[src/rtl/amc_pkg.sv]
package amc_pkg;

  // Default pin and field widths for the controller.
  localparam int AMC_ADDR_W   = 22;
  localparam int AMC_BANK_W   = 2;
  localparam int AMC_DATA_W   = 16;
  localparam int AMC_SETUP_W  = 4;
  localparam int AMC_STROBE_W = 6;
  localparam int AMC_HOLD_W   = 3;
  localparam int AMC_TURN_W   = 2;

  // Sequencer phases.
  typedef enum logic [2:0] {
    PH_IDLE   = 3'd0,
    PH_TURN   = 3'd1,
    PH_SETUP  = 3'd2,
    PH_STROBE = 3'd3,
    PH_HOLD   = 3'd4
  } amc_phase_e;

endpackage

[src/rtl/amc_rst_sync.sv]
module amc_rst_sync (
  input  logic clk,
  input  logic rst_n,
  output logic rst_sync_n
);

  logic [1:0] sync_q;

  // Reset asserts asynchronously and is released synchronously.
  always_ff @(posedge clk or negedge rst_n) begin
    if (!rst_n) sync_q <= 2'b00;
    else        sync_q <= {sync_q[0], 1'b1};
  end

  assign rst_sync_n = sync_q[1];

endmodule

[src/rtl/amc_phase_counter.sv]
module amc_phase_counter #(
  parameter int W = 6
) (
  input  logic         clk,
  input  logic         rst_n,
  input  logic         load,
  input  logic [W-1:0] load_val,
  output logic         zero
);

  logic [W-1:0] cnt_q, cnt_d;

  always_comb begin
    cnt_d = cnt_q;
    if (load)               cnt_d = load_val;
    else if (cnt_q != '0)   cnt_d = cnt_q - 1'b1;
  end

  always_ff @(posedge clk or negedge rst_n) begin
    if (!rst_n) cnt_q <= '0;
    else        cnt_q <= cnt_d;
  end

  assign zero = (cnt_q == '0);


  cnt_step_chk: assert property (@(posedge clk) disable iff (!rst_n)
    (!load && cnt_q != '0) |=> (cnt_q == $past(cnt_q) - 1'b1));

endmodule

[src/rtl/amc_sequencer.sv]
module amc_sequencer
  import amc_pkg::*;
#(
  parameter int SETUP_W  = AMC_SETUP_W,
  parameter int STROBE_W = AMC_STROBE_W,
  parameter int HOLD_W   = AMC_HOLD_W,
  parameter int TURN_W   = AMC_TURN_W
) (
  input  logic                clk,
  input  logic                rst_n,
  input  logic                req_valid,
  input  logic                req_write,
  input  logic [SETUP_W-1:0]  cfg_rd_setup,
  input  logic [STROBE_W-1:0] cfg_rd_strobe,
  input  logic [HOLD_W-1:0]   cfg_rd_hold,
  input  logic [SETUP_W-1:0]  cfg_wr_setup,
  input  logic [STROBE_W-1:0] cfg_wr_strobe,
  input  logic [HOLD_W-1:0]   cfg_wr_hold,
  input  logic [TURN_W-1:0]   cfg_turn,
  output logic                req_ready,
  output logic                accept,
  output logic                capture,
  output logic                active,
  output logic                mem_cs_n,
  output logic                mem_oe_n,
  output logic                mem_we_n,
  output logic                mem_data_oe,
  output logic                rd_valid
);

  localparam int W_A   = (SETUP_W > STROBE_W) ? SETUP_W : STROBE_W;
  localparam int W_B   = (HOLD_W > TURN_W) ? HOLD_W : TURN_W;
  localparam int CNT_W = (W_A > W_B) ? W_A : W_B;

  amc_phase_e          phase_q, phase_d;
  logic                wr_q, have_prev_q;
  logic [SETUP_W-1:0]  setup_q;
  logic [STROBE_W-1:0] strobe_q;
  logic [HOLD_W-1:0]   hold_q;
  logic                cnt_load, cnt_zero;
  logic [CNT_W-1:0]    cnt_val;
  logic                dir_d, on_bus_d;
  logic                cs_n_q, oe_n_q, we_n_q, doe_q, ready_q, rdv_q;

  amc_phase_counter #(.W(CNT_W)) u_cnt (
    .clk      (clk),
    .rst_n    (rst_n),
    .load     (cnt_load),
    .load_val (cnt_val),
    .zero     (cnt_zero)
  );

  assign accept  = req_valid && (phase_q == PH_IDLE);
  assign capture = (phase_q == PH_STROBE) && cnt_zero && !wr_q;

  // Next-state decode.
  always_comb begin
    phase_d  = phase_q;
    cnt_load = 1'b0;
    cnt_val  = '0;
    unique case (phase_q)
      PH_IDLE: begin
        if (req_valid) begin
          cnt_load = 1'b1;
          if (have_prev_q && (req_write != wr_q)) begin
            phase_d = PH_TURN;
            cnt_val = CNT_W'(cfg_turn);
          end else begin
            phase_d = PH_SETUP;
            cnt_val = req_write ? CNT_W'(cfg_wr_setup) : CNT_W'(cfg_rd_setup);
          end
        end
      end
      PH_TURN: if (cnt_zero) begin
        phase_d  = PH_SETUP;
        cnt_load = 1'b1;
        cnt_val  = CNT_W'(setup_q);
      end
      PH_SETUP: if (cnt_zero) begin
        phase_d  = PH_STROBE;
        cnt_load = 1'b1;
        cnt_val  = CNT_W'(strobe_q);
      end
      PH_STROBE: if (cnt_zero) begin
        phase_d  = PH_HOLD;
        cnt_load = 1'b1;
        cnt_val  = CNT_W'(hold_q);
      end
      PH_HOLD: if (cnt_zero) phase_d = PH_IDLE;
      default: phase_d = PH_IDLE;
    endcase
  end

  assign dir_d    = accept ? req_write : wr_q;
  assign on_bus_d = (phase_d == PH_SETUP) || (phase_d == PH_STROBE) ||
                    (phase_d == PH_HOLD);

  // State and registered pin controls.
  always_ff @(posedge clk or negedge rst_n) begin
    if (!rst_n) begin
      phase_q     <= PH_IDLE;
      wr_q        <= 1'b0;
      have_prev_q <= 1'b0;
      setup_q     <= '0;
      strobe_q    <= '0;
      hold_q      <= '0;
      cs_n_q      <= 1'b1;
      oe_n_q      <= 1'b1;
      we_n_q      <= 1'b1;
      doe_q       <= 1'b0;
      ready_q     <= 1'b1;
      rdv_q       <= 1'b0;
    end else begin
      phase_q <= phase_d;
      cs_n_q  <= !on_bus_d;
      oe_n_q  <= !((phase_d == PH_STROBE) && !dir_d);
      we_n_q  <= !((phase_d == PH_STROBE) && dir_d);
      doe_q   <= on_bus_d && dir_d;
      ready_q <= (phase_d == PH_IDLE);
      rdv_q   <= (phase_q == PH_HOLD) && cnt_zero && !wr_q;
      if (accept) begin
        wr_q        <= req_write;
        have_prev_q <= 1'b1;
        setup_q     <= req_write ? cfg_wr_setup  : cfg_rd_setup;
        strobe_q    <= req_write ? cfg_wr_strobe : cfg_rd_strobe;
        hold_q      <= req_write ? cfg_wr_hold   : cfg_rd_hold;
      end
    end
  end

  assign mem_cs_n    = cs_n_q;
  assign mem_oe_n    = oe_n_q;
  assign mem_we_n    = we_n_q;
  assign mem_data_oe = doe_q;
  assign req_ready   = ready_q;
  assign rd_valid    = rdv_q;
  assign active      = !cs_n_q;


  strobe_excl_chk: assert property (@(posedge clk) disable iff (!rst_n)
    !oe_n_q |-> (!cs_n_q && we_n_q));

  wstrobe_cs_chk: assert property (@(posedge clk) disable iff (!rst_n)
    !we_n_q |-> (!cs_n_q && oe_n_q));

  drive_in_access_chk: assert property (@(posedge clk) disable iff (!rst_n)
    doe_q |-> (!cs_n_q && oe_n_q));

  rdv_pulse_chk: assert property (@(posedge clk) disable iff (!rst_n)
    rdv_q |=> !rdv_q);

  rdv_after_bus_chk: assert property (@(posedge clk) disable iff (!rst_n)
    rdv_q |-> (cs_n_q && $past(!cs_n_q)));

  busy_not_ready_chk: assert property (@(posedge clk) disable iff (!rst_n)
    !cs_n_q |-> !ready_q);

endmodule

[src/rtl/amc_datapath.sv]
module amc_datapath #(
  parameter int ADDR_W = 22,
  parameter int BANK_W = 2,
  parameter int DATA_W = 16
) (
  input  logic              clk,
  input  logic              rst_n,
  input  logic              accept,
  input  logic              capture,
  input  logic              active,
  input  logic [ADDR_W-1:0] req_addr,
  input  logic [BANK_W-1:0] req_bank,
  input  logic [DATA_W-1:0] req_wdata,
  input  logic [DATA_W-1:0] mem_data_in,
  output logic [ADDR_W-1:0] mem_addr,
  output logic [BANK_W-1:0] mem_bank,
  output logic [DATA_W-1:0] mem_data_out,
  output logic [DATA_W-1:0] rd_data
);

  logic [ADDR_W-1:0] addr_q;
  logic [BANK_W-1:0] bank_q;
  logic [DATA_W-1:0] wdata_q, rdata_q;

  always_ff @(posedge clk or negedge rst_n) begin
    if (!rst_n) begin
      addr_q  <= '0;
      bank_q  <= '0;
      wdata_q <= '0;
    end else if (accept) begin
      addr_q  <= req_addr;
      bank_q  <= req_bank;
      wdata_q <= req_wdata;
    end
  end

  always_ff @(posedge clk or negedge rst_n) begin
    if (!rst_n)       rdata_q <= '0;
    else if (capture) rdata_q <= mem_data_in;
  end

  assign mem_addr     = addr_q;
  assign mem_bank     = bank_q;
  assign mem_data_out = wdata_q;
  assign rd_data      = rdata_q;


  addr_stable_chk: assert property (@(posedge clk) disable iff (!rst_n)
    (active && $past(active)) |-> ($stable(addr_q) && $stable(bank_q) && $stable(wdata_q)));

  no_capture_idle_chk: assert property (@(posedge clk) disable iff (!rst_n)
    capture |-> active);

endmodule

[src/rtl/async_mem_strobe_ctrl.sv]
module async_mem_strobe_ctrl
  import amc_pkg::*;
#(
  parameter int ADDR_W   = AMC_ADDR_W,
  parameter int BANK_W   = AMC_BANK_W,
  parameter int DATA_W   = AMC_DATA_W,
  parameter int SETUP_W  = AMC_SETUP_W,
  parameter int STROBE_W = AMC_STROBE_W,
  parameter int HOLD_W   = AMC_HOLD_W,
  parameter int TURN_W   = AMC_TURN_W
) (
  input  logic                clk,
  input  logic                rst_n,
  input  logic                req_valid,
  output logic                req_ready,
  input  logic                req_write,
  input  logic [ADDR_W-1:0]   req_addr,
  input  logic [BANK_W-1:0]   req_bank,
  input  logic [DATA_W-1:0]   req_wdata,
  input  logic [SETUP_W-1:0]  cfg_rd_setup,
  input  logic [STROBE_W-1:0] cfg_rd_strobe,
  input  logic [HOLD_W-1:0]   cfg_rd_hold,
  input  logic [SETUP_W-1:0]  cfg_wr_setup,
  input  logic [STROBE_W-1:0] cfg_wr_strobe,
  input  logic [HOLD_W-1:0]   cfg_wr_hold,
  input  logic [TURN_W-1:0]   cfg_turn,
  output logic                rd_valid,
  output logic [DATA_W-1:0]   rd_data,
  output logic                mem_cs_n,
  output logic [ADDR_W-1:0]   mem_addr,
  output logic [BANK_W-1:0]   mem_bank,
  output logic                mem_oe_n,
  output logic                mem_we_n,
  output logic [DATA_W-1:0]   mem_data_out,
  output logic                mem_data_oe,
  input  logic [DATA_W-1:0]   mem_data_in
);

  logic rst_sync_n;
  logic accept, capture, active;

  amc_rst_sync u_rst (
    .clk        (clk),
    .rst_n      (rst_n),
    .rst_sync_n (rst_sync_n)
  );

  amc_sequencer #(
    .SETUP_W  (SETUP_W),
    .STROBE_W (STROBE_W),
    .HOLD_W   (HOLD_W),
    .TURN_W   (TURN_W)
  ) u_seq (
    .clk           (clk),
    .rst_n         (rst_sync_n),
    .req_valid     (req_valid),
    .req_write     (req_write),
    .cfg_rd_setup  (cfg_rd_setup),
    .cfg_rd_strobe (cfg_rd_strobe),
    .cfg_rd_hold   (cfg_rd_hold),
    .cfg_wr_setup  (cfg_wr_setup),
    .cfg_wr_strobe (cfg_wr_strobe),
    .cfg_wr_hold   (cfg_wr_hold),
    .cfg_turn      (cfg_turn),
    .req_ready     (req_ready),
    .accept        (accept),
    .capture       (capture),
    .active        (active),
    .mem_cs_n      (mem_cs_n),
    .mem_oe_n      (mem_oe_n),
    .mem_we_n      (mem_we_n),
    .mem_data_oe   (mem_data_oe),
    .rd_valid      (rd_valid)
  );

  amc_datapath #(
    .ADDR_W (ADDR_W),
    .BANK_W (BANK_W),
    .DATA_W (DATA_W)
  ) u_dp (
    .clk          (clk),
    .rst_n        (rst_sync_n),
    .accept       (accept),
    .capture      (capture),
    .active       (active),
    .req_addr     (req_addr),
    .req_bank     (req_bank),
    .req_wdata    (req_wdata),
    .mem_data_in  (mem_data_in),
    .mem_addr     (mem_addr),
    .mem_bank     (mem_bank),
    .mem_data_out (mem_data_out),
    .rd_data      (rd_data)
  );

endmodule

[config.mk]
export PLATFORM = sky130hd
export DESIGN_NAME = async_mem_strobe_ctrl
export DESIGN_NICKNAME = d
export VERILOG_FILES = /design/src/rtl/amc_pkg.sv /design/src/rtl/amc_rst_sync.sv /design/src/rtl/amc_phase_counter.sv /design/src/rtl/amc_sequencer.sv /design/src/rtl/amc_datapath.sv /design/src/rtl/async_mem_strobe_ctrl.sv
export SDC_FILE = /design/constraint.sdc
export NUM_CORES = 1
export LEC_CHECK = 0
export CORE_MARGIN = 8
export CORE_UTILIZATION = 40
export CTS_CLUSTER_SIZE = 25
export DETAILED_ROUTE_END_ITERATION = 10
export PLACE_DENSITY = 0.73
export SLEW_MARGIN = 40
export SYNTH_ARGS = -nofsm -noshare
export SYNTH_HDL_FRONTEND = slang
export SYNTH_SLANG_ARGS = --single-unit
[constraint.sdc]
create_clock -name clk -period 2.5 [get_ports clk]
set_input_delay 0.375 -clock clk [delete_from_list [all_inputs] [get_ports clk]]
set_output_delay 0.375 -clock clk [all_outputs]
set_load 0.1 [all_outputs]
Yosys cells after proc, flatten, opt, wreduce, memory -nomap -nowiden
Cells that the tools add are included.
{"block": "classes", "muxes": 23, "reduce_logical": 22, "n_addsub": 1, "eq_ne": 8}
{"cell": "6-bit 2-to-1 mux", "n": 6}
{"cell": "6-bit case mux with 4 select lines", "n": 1}
{"cell": "3-bit 2-to-1 mux", "n": 7}
{"cell": "3-bit case mux with 5 select lines", "n": 1}
{"cell": "3-bit by 2-bit equality test with 1-bit output (second input constant)", "n": 4}
{"cell": "4-bit 2-to-1 mux", "n": 3}
{"cell": "1-bit logical AND", "n": 9}
{"cell": "3-bit equality test (second input constant)", "n": 2}
{"cell": "3-bit logical NOT", "n": 2}
{"cell": "6-bit logical NOT", "n": 1}
{"cell": "6-bit nonzero test", "n": 1}
{"cell": "6-bit by 1-bit subtractor with 6-bit output (second input constant)", "n": 1}
{"cell": "1-bit logical NOT", "n": 5}
{"cell": "3-bit by 1-bit equality test with 1-bit output (second input constant)", "n": 1}
{"cell": "1-bit 2-to-1 mux", "n": 3}
{"cell": "3-bit OR reduction", "n": 1}
{"cell": "1-bit logical OR", "n": 2}
{"cell": "2-bit 2-to-1 mux", "n": 1}
{"cell": "1-bit case mux with 2 select lines", "n": 1}
{"cell": "2-bit nonzero test", "n": 1}
{"cell": "1-bit != test", "n": 1}
{"block": "word_totals", "regBits": 88, "word_cells": 72, "in_bits": 88, "out_inout_bits": 62}

Longest topological paths before layout
Gate-level depths: netlist of the first run.
{"block": "logic_depth", "depth_word": 9, "mapped_depth": 8, "depth_no_buf": 7}

By module
Synthesis of the first run repeated with hierarchy kept, for this count alone.
{"block": "unflattened", "cells_unflattened": 296, "area_unflattened_um2": 3946.3}
{"module": "amc_datapath", "seq_area_each_um2": 1401.3, "cells_each": 118, "area_each_um2": 2138.3, "n_inst": 1}
{"module": "amc_sequencer", "seq_area_each_um2": 605.6, "cells_each": 135, "area_each_um2": 1353.8, "n_inst": 1}
{"module": "amc_phase_counter", "seq_area_each_um2": 150.1, "cells_each": 40, "area_each_um2": 400.4, "n_inst": 1}
{"module": "amc_rst_sync", "seq_area_each_um2": 50.0, "cells_each": 3, "area_each_um2": 53.8, "n_inst": 1}

Worst setup path after synthesis of the first run
No wires, ideal clock.
{"block": "synth_path", "kind": "register to register", "from": "reg u_seq.u_cnt.cnt_q[0]", "to": "reg u_dp.rdata_q[10], in the netlist u_dp.rd_data[10]", "path_slack_ns": 0.370, "n_path_buf": 1, "path_stages_with_launch": 9, "t_required_ns": 2.374, "setup_ns": 0.126, "t_arrival_ns": 2.004, "period_less_slack_ns": 2.130, "path_cell_list": "dfrtp_1 -> inv_1 -> ha_1 -> or3b_4 -> nor3_4 -> nand4b_4 -> nor2_8 -> buf_12 -> mux2_4"}
{"block": "synth_via", "elab_chain_len": 3}
{"item": "start, declared", "line": "amc_phase_counter.sv:11", "rtl": "logic [W-1:0] cnt_q, cnt_d;"}
{"item": "start signal, assigned", "line": "amc_phase_counter.sv:21", "rtl": "else cnt_q <= cnt_d;"}
{"item": "6-bit logical NOT", "line": "amc_phase_counter.sv:24", "rtl": "assign zero = (cnt_q == '0);"}
{"item": "1-bit logical AND (2 in series)", "line": "amc_sequencer.sv:54", "rtl": "assign capture = (phase_q == PH_STROBE) && cnt_zero && !wr_q;"}
{"item": "end signal, assigned", "line": "amc_datapath.sv:39", "rtl": "else if (capture) rdata_q <= mem_data_in;"}
{"item": "end, declared", "line": "amc_datapath.sv:23", "rtl": "logic [DATA_W-1:0] wdata_q, rdata_q;"}
No other way between the ends.
A chain may end at the register's enable or synchronous reset.

Final worst setup path of the first run
{"block": "layout_path", "from": "reg u_seq.u_cnt.cnt_q[0]", "to": "reg u_dp.rdata_q[1], in the netlist u_dp.rd_data[1]"}
The elaborated chain is that of the path after synthesis.

==> out/metrics.cfg, run 1 <==
[run_status]
outcome=completed

[clocking]
cts_root_buf=clkbuf_8
htreeDepth=3
ctsHoldBuffers=0
clockBufferDepth=2
clk_latency_ns=0.35
clk_pin_slew_ns=0.09
cts_setup_buffers=0
cts_tree=yes
cts_inserted_buffers=9
cts.sink_count=88
cts_resized=0

[final_layout]
nFillCells=844
final_common_cell=nand2_1
areaGrowthSynthToFinish_pct=44.71
n_antenna_cell=0
layout_common_cells=133 x nand2_1, 87 x clkdlybuf4s50_1, 83 x dfrtp_1
finalNetCount=625
drive_gt1_share_pct=21.44

[synthesis]
synth-edff-count=0
synth_ff_type=dfrtp_1
synth_warnings=0
syn_area_um2=3892
synth_seq_cells=88
syn_area_per_cell_um2=10.06
syn_inst=387
synth.distinct_cells=47
yosysSeqAreaShare_pct=56.70
syn_nets=476
synth-async-reset-ratio_pct=100.0

[grt]
grt_pass1_vias=3425
grt_pass1_wl_um=16750
grt_overflow_total=0
grt_max_degree=58
grt_antenna_before_repair=0
grtUsageTotal_pct=15.88

[floorplan]
die_w_um=114.6
die_area_um2=13140
core_area_um2=9594
ioPinCount=150
rows=36
initial_utilization_pct=40.57
chipHeight_um=114.6

[sta]
period_needed_ns=2.325
rsz0062_at_grt=no
fmax_ghz=0.4301
final_max_slew_viol_count=0
setup_viol=0
hold_viol_final=0
fin_worst_skew_ns=0.01193
setup-tns-final_ns=0
slew_headroom_pct=59.78
worst_pin_slew_ns=0.6034
final.period_utilization_pct=93.00

[min_path]
hp-class=in -> async

[detailed_routing]
wire_per_inst_um=15.20
antenna_left=0
dr.pass1.iters=4
post-route-drc-count=0
drt-total-wl_um=10240
via_count=3206
drt-vias-per-instance=4.757
drtIter0Drc=111

[placed_design]
dpl.hpwl_um=7754
portBuffers=149
gp_congestion=0.8209

[run]
drv_cap=0

[setup_path]
cp_data_arrival_time_ns=2.55
worstSetupStartpointType=flip-flop
cp.required_ns=2.73
criticalPathCategory=reg -> reg
worstPathMaxFanout=16
crit_path_end_kind=flip-flop

==> area by class of cell <==
cell class | instances | area [um^2] | area share, %
Clock buffer | 11 | 131.4 | 2.332
Clock inverter | 5 | 106.4 | 1.888
Inverter | 6 | 22.52 | 0.3998
Multi-Input combinational cell | 273 | 1567 | 27.81
Sequential cell | 88 | 2211 | 39.25
Tap cell | 133 | 166.4 | 2.954
Timing Repair Buffer | 158 | 1429 | 25.37
==> cells by family (layout without fill, tap and decap cells) <==
| kind of cell | after synthesis | in the layout | synth area share [%] |
|---|---|---|---|
| simple gates | 186 | 186 | 20.96 |
| xor+xnor | 5 | 5 | 1.125 |
| mux | 32 | 32 | 9.836 |
| other cells | 1 | 1 | 0.09634 |
| flops | 88 | 88 | 56.70 |
| fa+ha+maj | 1 | 1 | 0.3214 |
| buf+inv | 26 | 180 | 3.279 |
| compound gates | 48 | 48 | 7.682 |
==> registers in the layout, summed over array words and instances, names as in the netlist, 2 cells and up <==
| name | flops |
|---|---|
| u_dp.mem_addr | 22 |
| u_dp.mem_bank | 2 |
| u_dp.mem_data_out | 16 |
| u_dp.rd_data | 16 |
| u_rst.sync_q | 2 |
| u_seq.hold_q | 3 |
| u_seq.phase_q | 3 |
| u_seq.setup_q | 4 |
| u_seq.strobe_q | 6 |
| u_seq.u_cnt.cnt_q | 6 |
==> critical path, stage by stage (launching register included) <==
cell and delay, ns:
dfrtp_1 0.43, inv_1 0.07, ha_1 0.22, or3b_4 0.43, nor3_4 0.19, nand4b_4 0.16
nor2_8 0.33, mux2_2 0.39
==> final timing paths <==
| check | start | end | slack (ns) | depth (start not counted) |
|---|---|---|---|---|
| max | u_seq.u_cnt.cnt_q[0] | u_dp.rd_data[1] | 0.17 | 7 |
| min | rst_n | u_rst.sync_q[1] | 0.18 | 1 |
| max reg2reg | u_seq.u_cnt.cnt_q[0] | u_dp.rd_data[1] | 0.17 | 7 |
| min reg2reg | u_rst.sync_q[0] | u_rst.sync_q[1] | 0.35 | 0 |
| max in group asynchronous | u_rst.sync_q[1] | u_seq.mem_we_n | 1.45 | 1 |
| min in group clk | u_rst.sync_q[0] | u_rst.sync_q[1] | 0.35 | 0 |
==> metrics by stage <==
step / instances / hold slack (ns) / cell area, um^2 / util, % / setup slack, ns
2_1_floorplan: 387 / 0.07941 / 3894 / - / 0.3700
3_3_place_gp: 658 / 0.3357 / 5395 / 56.23 / 0.2688
3_5_place_dp: 658 / 0.3347 / 5395 / 56.23 / 0.1748
4_1_cts: 674 / 0.1636 / 5633 / 58.71 / 0.1615
5_1_grt: 674 / 0.1666 / 5633 / 58.71 / 0.05044
6_report: 674 / 0.1773 / 5633 / 58.71 / 0.1750
==> cells in the mapped netlist (3+ instances only) <==
| cell type | n | area, um^2 |
|---|---|---|
| inv_1 | 6 | 22.52 |
| xnor2_1 | 4 | 35.03 |
| dfstp_2 | 4 | 105.1 |
| mux2i_1 | 12 | 120.1 |
| mux2_2 | 10 | 112.6 |
| o21ai_0 | 7 | 35.03 |
| nor3_1 | 3 | 15.01 |
| mux2_4 | 10 | 150.1 |
| nand3_1 | 4 | 20.02 |
| dfrtp_1 | 84 | 2102 |
| clkbuf_1 | 9 | 33.78 |
| buf_2 | 8 | 40.04 |
| a21oi_1 | 21 | 105.1 |
| nand2_1 | 133 | 499.2 |
| nor2_1 | 28 | 105.1 |
| nand2b_1 | 3 | 18.77 |
==> per-layer routing <==
metal  wire length [um]  global-route usage (%)  up-vias
li1                   -                       -     1576
met1               4289                   19.00     1507
met2               5020                   26.54      107
met3                787                   5.116       16
met4                146                   4.791        0
met5                  0                       0        -
Power of run 1 is left out: the tool's default activity adds up to more than one toggle a clock period on the data nets, which glitch-free logic cannot reach.
==> run 2, diff against run 1 <==
--- a/config.mk
+++ b/config.mk
@@ -5,12 +5,14 @@
 export SDC_FILE = /design/constraint.sdc
 export NUM_CORES = 1
 export LEC_CHECK = 0
+export CAP_MARGIN = 20
+export CORE_ASPECT_RATIO = 0.5
 export CORE_MARGIN = 8
 export CORE_UTILIZATION = 40
 export CTS_CLUSTER_SIZE = 25
 export DETAILED_ROUTE_END_ITERATION = 10
 export PLACE_DENSITY = 0.73
-export SLEW_MARGIN = 40
+export SLEW_MARGIN = 10
 export SYNTH_ARGS = -nofsm -noshare
 export SYNTH_HDL_FRONTEND = slang
 export SYNTH_SLANG_ARGS = --single-unit
==> run 2 against run 1 <==
Clock skew down 0.0064 ns. Critical path depth unchanged. Utilization up 1.8 points. Wire length up 2.0%. Die area up 1.5%. Maximum frequency up 1.7%. Global-route usage about the same. Sequential cell count unchanged. Cell count up 0.30%. Sequential share of layout area down 0.60 points. First-iteration DRC count up 81%. Highest routed layer unchanged.
==> out/metrics.cfg, run 2 (synthesized netlist as in run 1, its figures left out) <==
[placed_design]
dpl.hpwl_um=7828  ; +0.96%
portBuffers=149  ; unchanged
gp_congestion=0.7759  ; -5.5%

[floorplan]
ioPinCount=150  ; unchanged
die_area_um2=13340  ; +1.5%
core_area_um2=9447  ; -1.5%
chipHeight_um=85.76  ; -25%
rows=25  ; -31%
initial_utilization_pct=41.21  ; +0.63 points
die_w_um=155.5  ; +36%

[run]
drv_cap=0  ; unchanged

[setup_path]
cp_top_family=simple AND/OR/NAND/NOR gates
path_cells=inv_1, ha_1, or3b_4, nor3_4, nand4b_4, nor2_8, mux2_2
worstPathMaxFanout=16  ; unchanged
crit_buf_inv=1  ; unchanged
cp.required_ns=2.71  ; -0.02 ns
worstSetupStartpointType=flip-flop
cp_data_arrival_time_ns=2.50  ; -0.05 ns
cpPeakStageDelay_ns=0.42  ; about the same
criticalPathCategory=reg -> reg
crit_path_top_delay_cell=or3b_4
crit_path_end_kind=flip-flop

[sta]
hold_viol_final=0  ; unchanged
setup-tns-final_ns=0  ; unchanged
slew_headroom_pct=59.97  ; +0.20 points
final_max_slew_viol_count=0  ; unchanged
fin_worst_skew_ns=0.005552  ; -0.006375 ns
rsz0062_at_grt=no
worst_pin_slew_ns=0.6004  ; -0.002976 ns
period_needed_ns=2.287  ; -0.03788 ns
fmax_ghz=0.4372  ; +1.7%
final.period_utilization_pct=91.49  ; -1.5 points
setup_viol=0  ; unchanged

[clocking]
cts_tree=yes
cts_inserted_buffers=9  ; unchanged
cts_setup_buffers=0  ; unchanged
ctsHoldBuffers=0  ; unchanged
htreeDepth=3  ; unchanged
clk_pin_slew_ns=0.06  ; -0.03 ns
clockBufferDepth=2  ; unchanged
cts_root_buf=clkbuf_16
clk_latency_ns=0.33  ; -0.02 ns
cts.sink_count=88  ; unchanged
cts_resized=0  ; unchanged

[run_status]
outcome=completed

[detailed_routing]
drtIter0Drc=201  ; +81%
post-route-drc-count=0  ; unchanged
drt-total-wl_um=10450  ; +2.0%
antenna_left=0  ; unchanged
drt-vias-per-instance=4.713  ; -0.92%
wire_per_inst_um=15.46  ; +1.7%
via_count=3186  ; -0.62%
dr.pass1.iters=4  ; unchanged

[final_layout]
n_antenna_cell=0  ; unchanged
drive_gt1_share_pct=21.44  ; unchanged
finalNetCount=625  ; unchanged
largest_reg_flops=22  ; unchanged
nFillCells=805  ; -4.6%
seqCellArea_um2=2211  ; unchanged
areaGrowthSynthToFinish_pct=46.96
layout_common_cells=133 x nand2_1, 87 x clkdlybuf4s50_1, 83 x dfrtp_1
multi_input_area_um2=1567  ; unchanged
final_common_cell=nand2_1

[grt]
grt_pass1_vias=3266  ; -4.6%
grt_overflow_total=0  ; unchanged
grt_max_degree=60  ; +3.4%
grtUsageTotal_pct=15.90  ; +0.020 points
grt_pass1_wl_um=16990  ; +1.5%
grt_antenna_before_repair=0  ; unchanged

[min_path]
hp-class=in -> async

-- run 2: area by class of cell --
cell class	instances	share of cell area (%)
well taps	135	2.953
repair buffers	158	24.98
clock buffers	12	4.309
inverters	6	0.3937
clock inverters	4	1.334
multi-input cells	273	27.38
flip-flops and latches	88	38.65
-- run 2: per-layer routing --
metal | track usage, % | up-vias | share of wire (%)
met1 | 19.17 | 1524 | 42
li1 | - | 1580 | -
met3 | 4.213 | 13 | 4.8
met5 | 0 | - | 0
met4 | 4.371 | 0 | 1.4
met2 | 27.75 | 69 | 52
-- run 2: path summary, 6_finish.rpt --
kind / start / cells after the start / slack (ns) / to
worst min register to register: u_rst.sync_q[1] / 0 / 0.35 / u_dp.mem_addr[12]
worst min-delay path: rst_n / 1 / 0.21 / u_rst.sync_q[0]
worst max register to register: u_seq.u_cnt.cnt_q[0] / 7 / 0.21 / u_dp.rd_data[1]
max in group asynchronous: u_rst.sync_q[1] / 1 / 1.53 / u_seq.req_ready
min in group clk: u_rst.sync_q[0] / 0 / 0.35 / u_rst.sync_q[1]
worst max-delay path: u_seq.u_cnt.cnt_q[0] / 7 / 0.21 / u_dp.rd_data[1]
-- run 2: stage by stage --
| step | util (%) | hold WS [ns] | area, um^2 | setup WS, ns | cells |
|---|---|---|---|---|---|
| 2_1_floorplan | - | 0.07941 | 3894 | 0.3700 | 387 |
| 3_3_place_gp | 57.14 | 0.3408 | 5398 | 0.2516 | 660 |
| 3_5_place_dp | 57.14 | 0.3418 | 5398 | 0.1967 | 660 |
| 4_1_cts | 60.56 | 0.2001 | 5720 | 0.1986 | 676 |
| 5_1_grt | 60.56 | 0.2061 | 5720 | 0.1043 | 676 |
| 6_report | 60.56 | 0.2051 | 5720 | 0.2128 | 676 |
Power of run 2 is left out for the same reason.
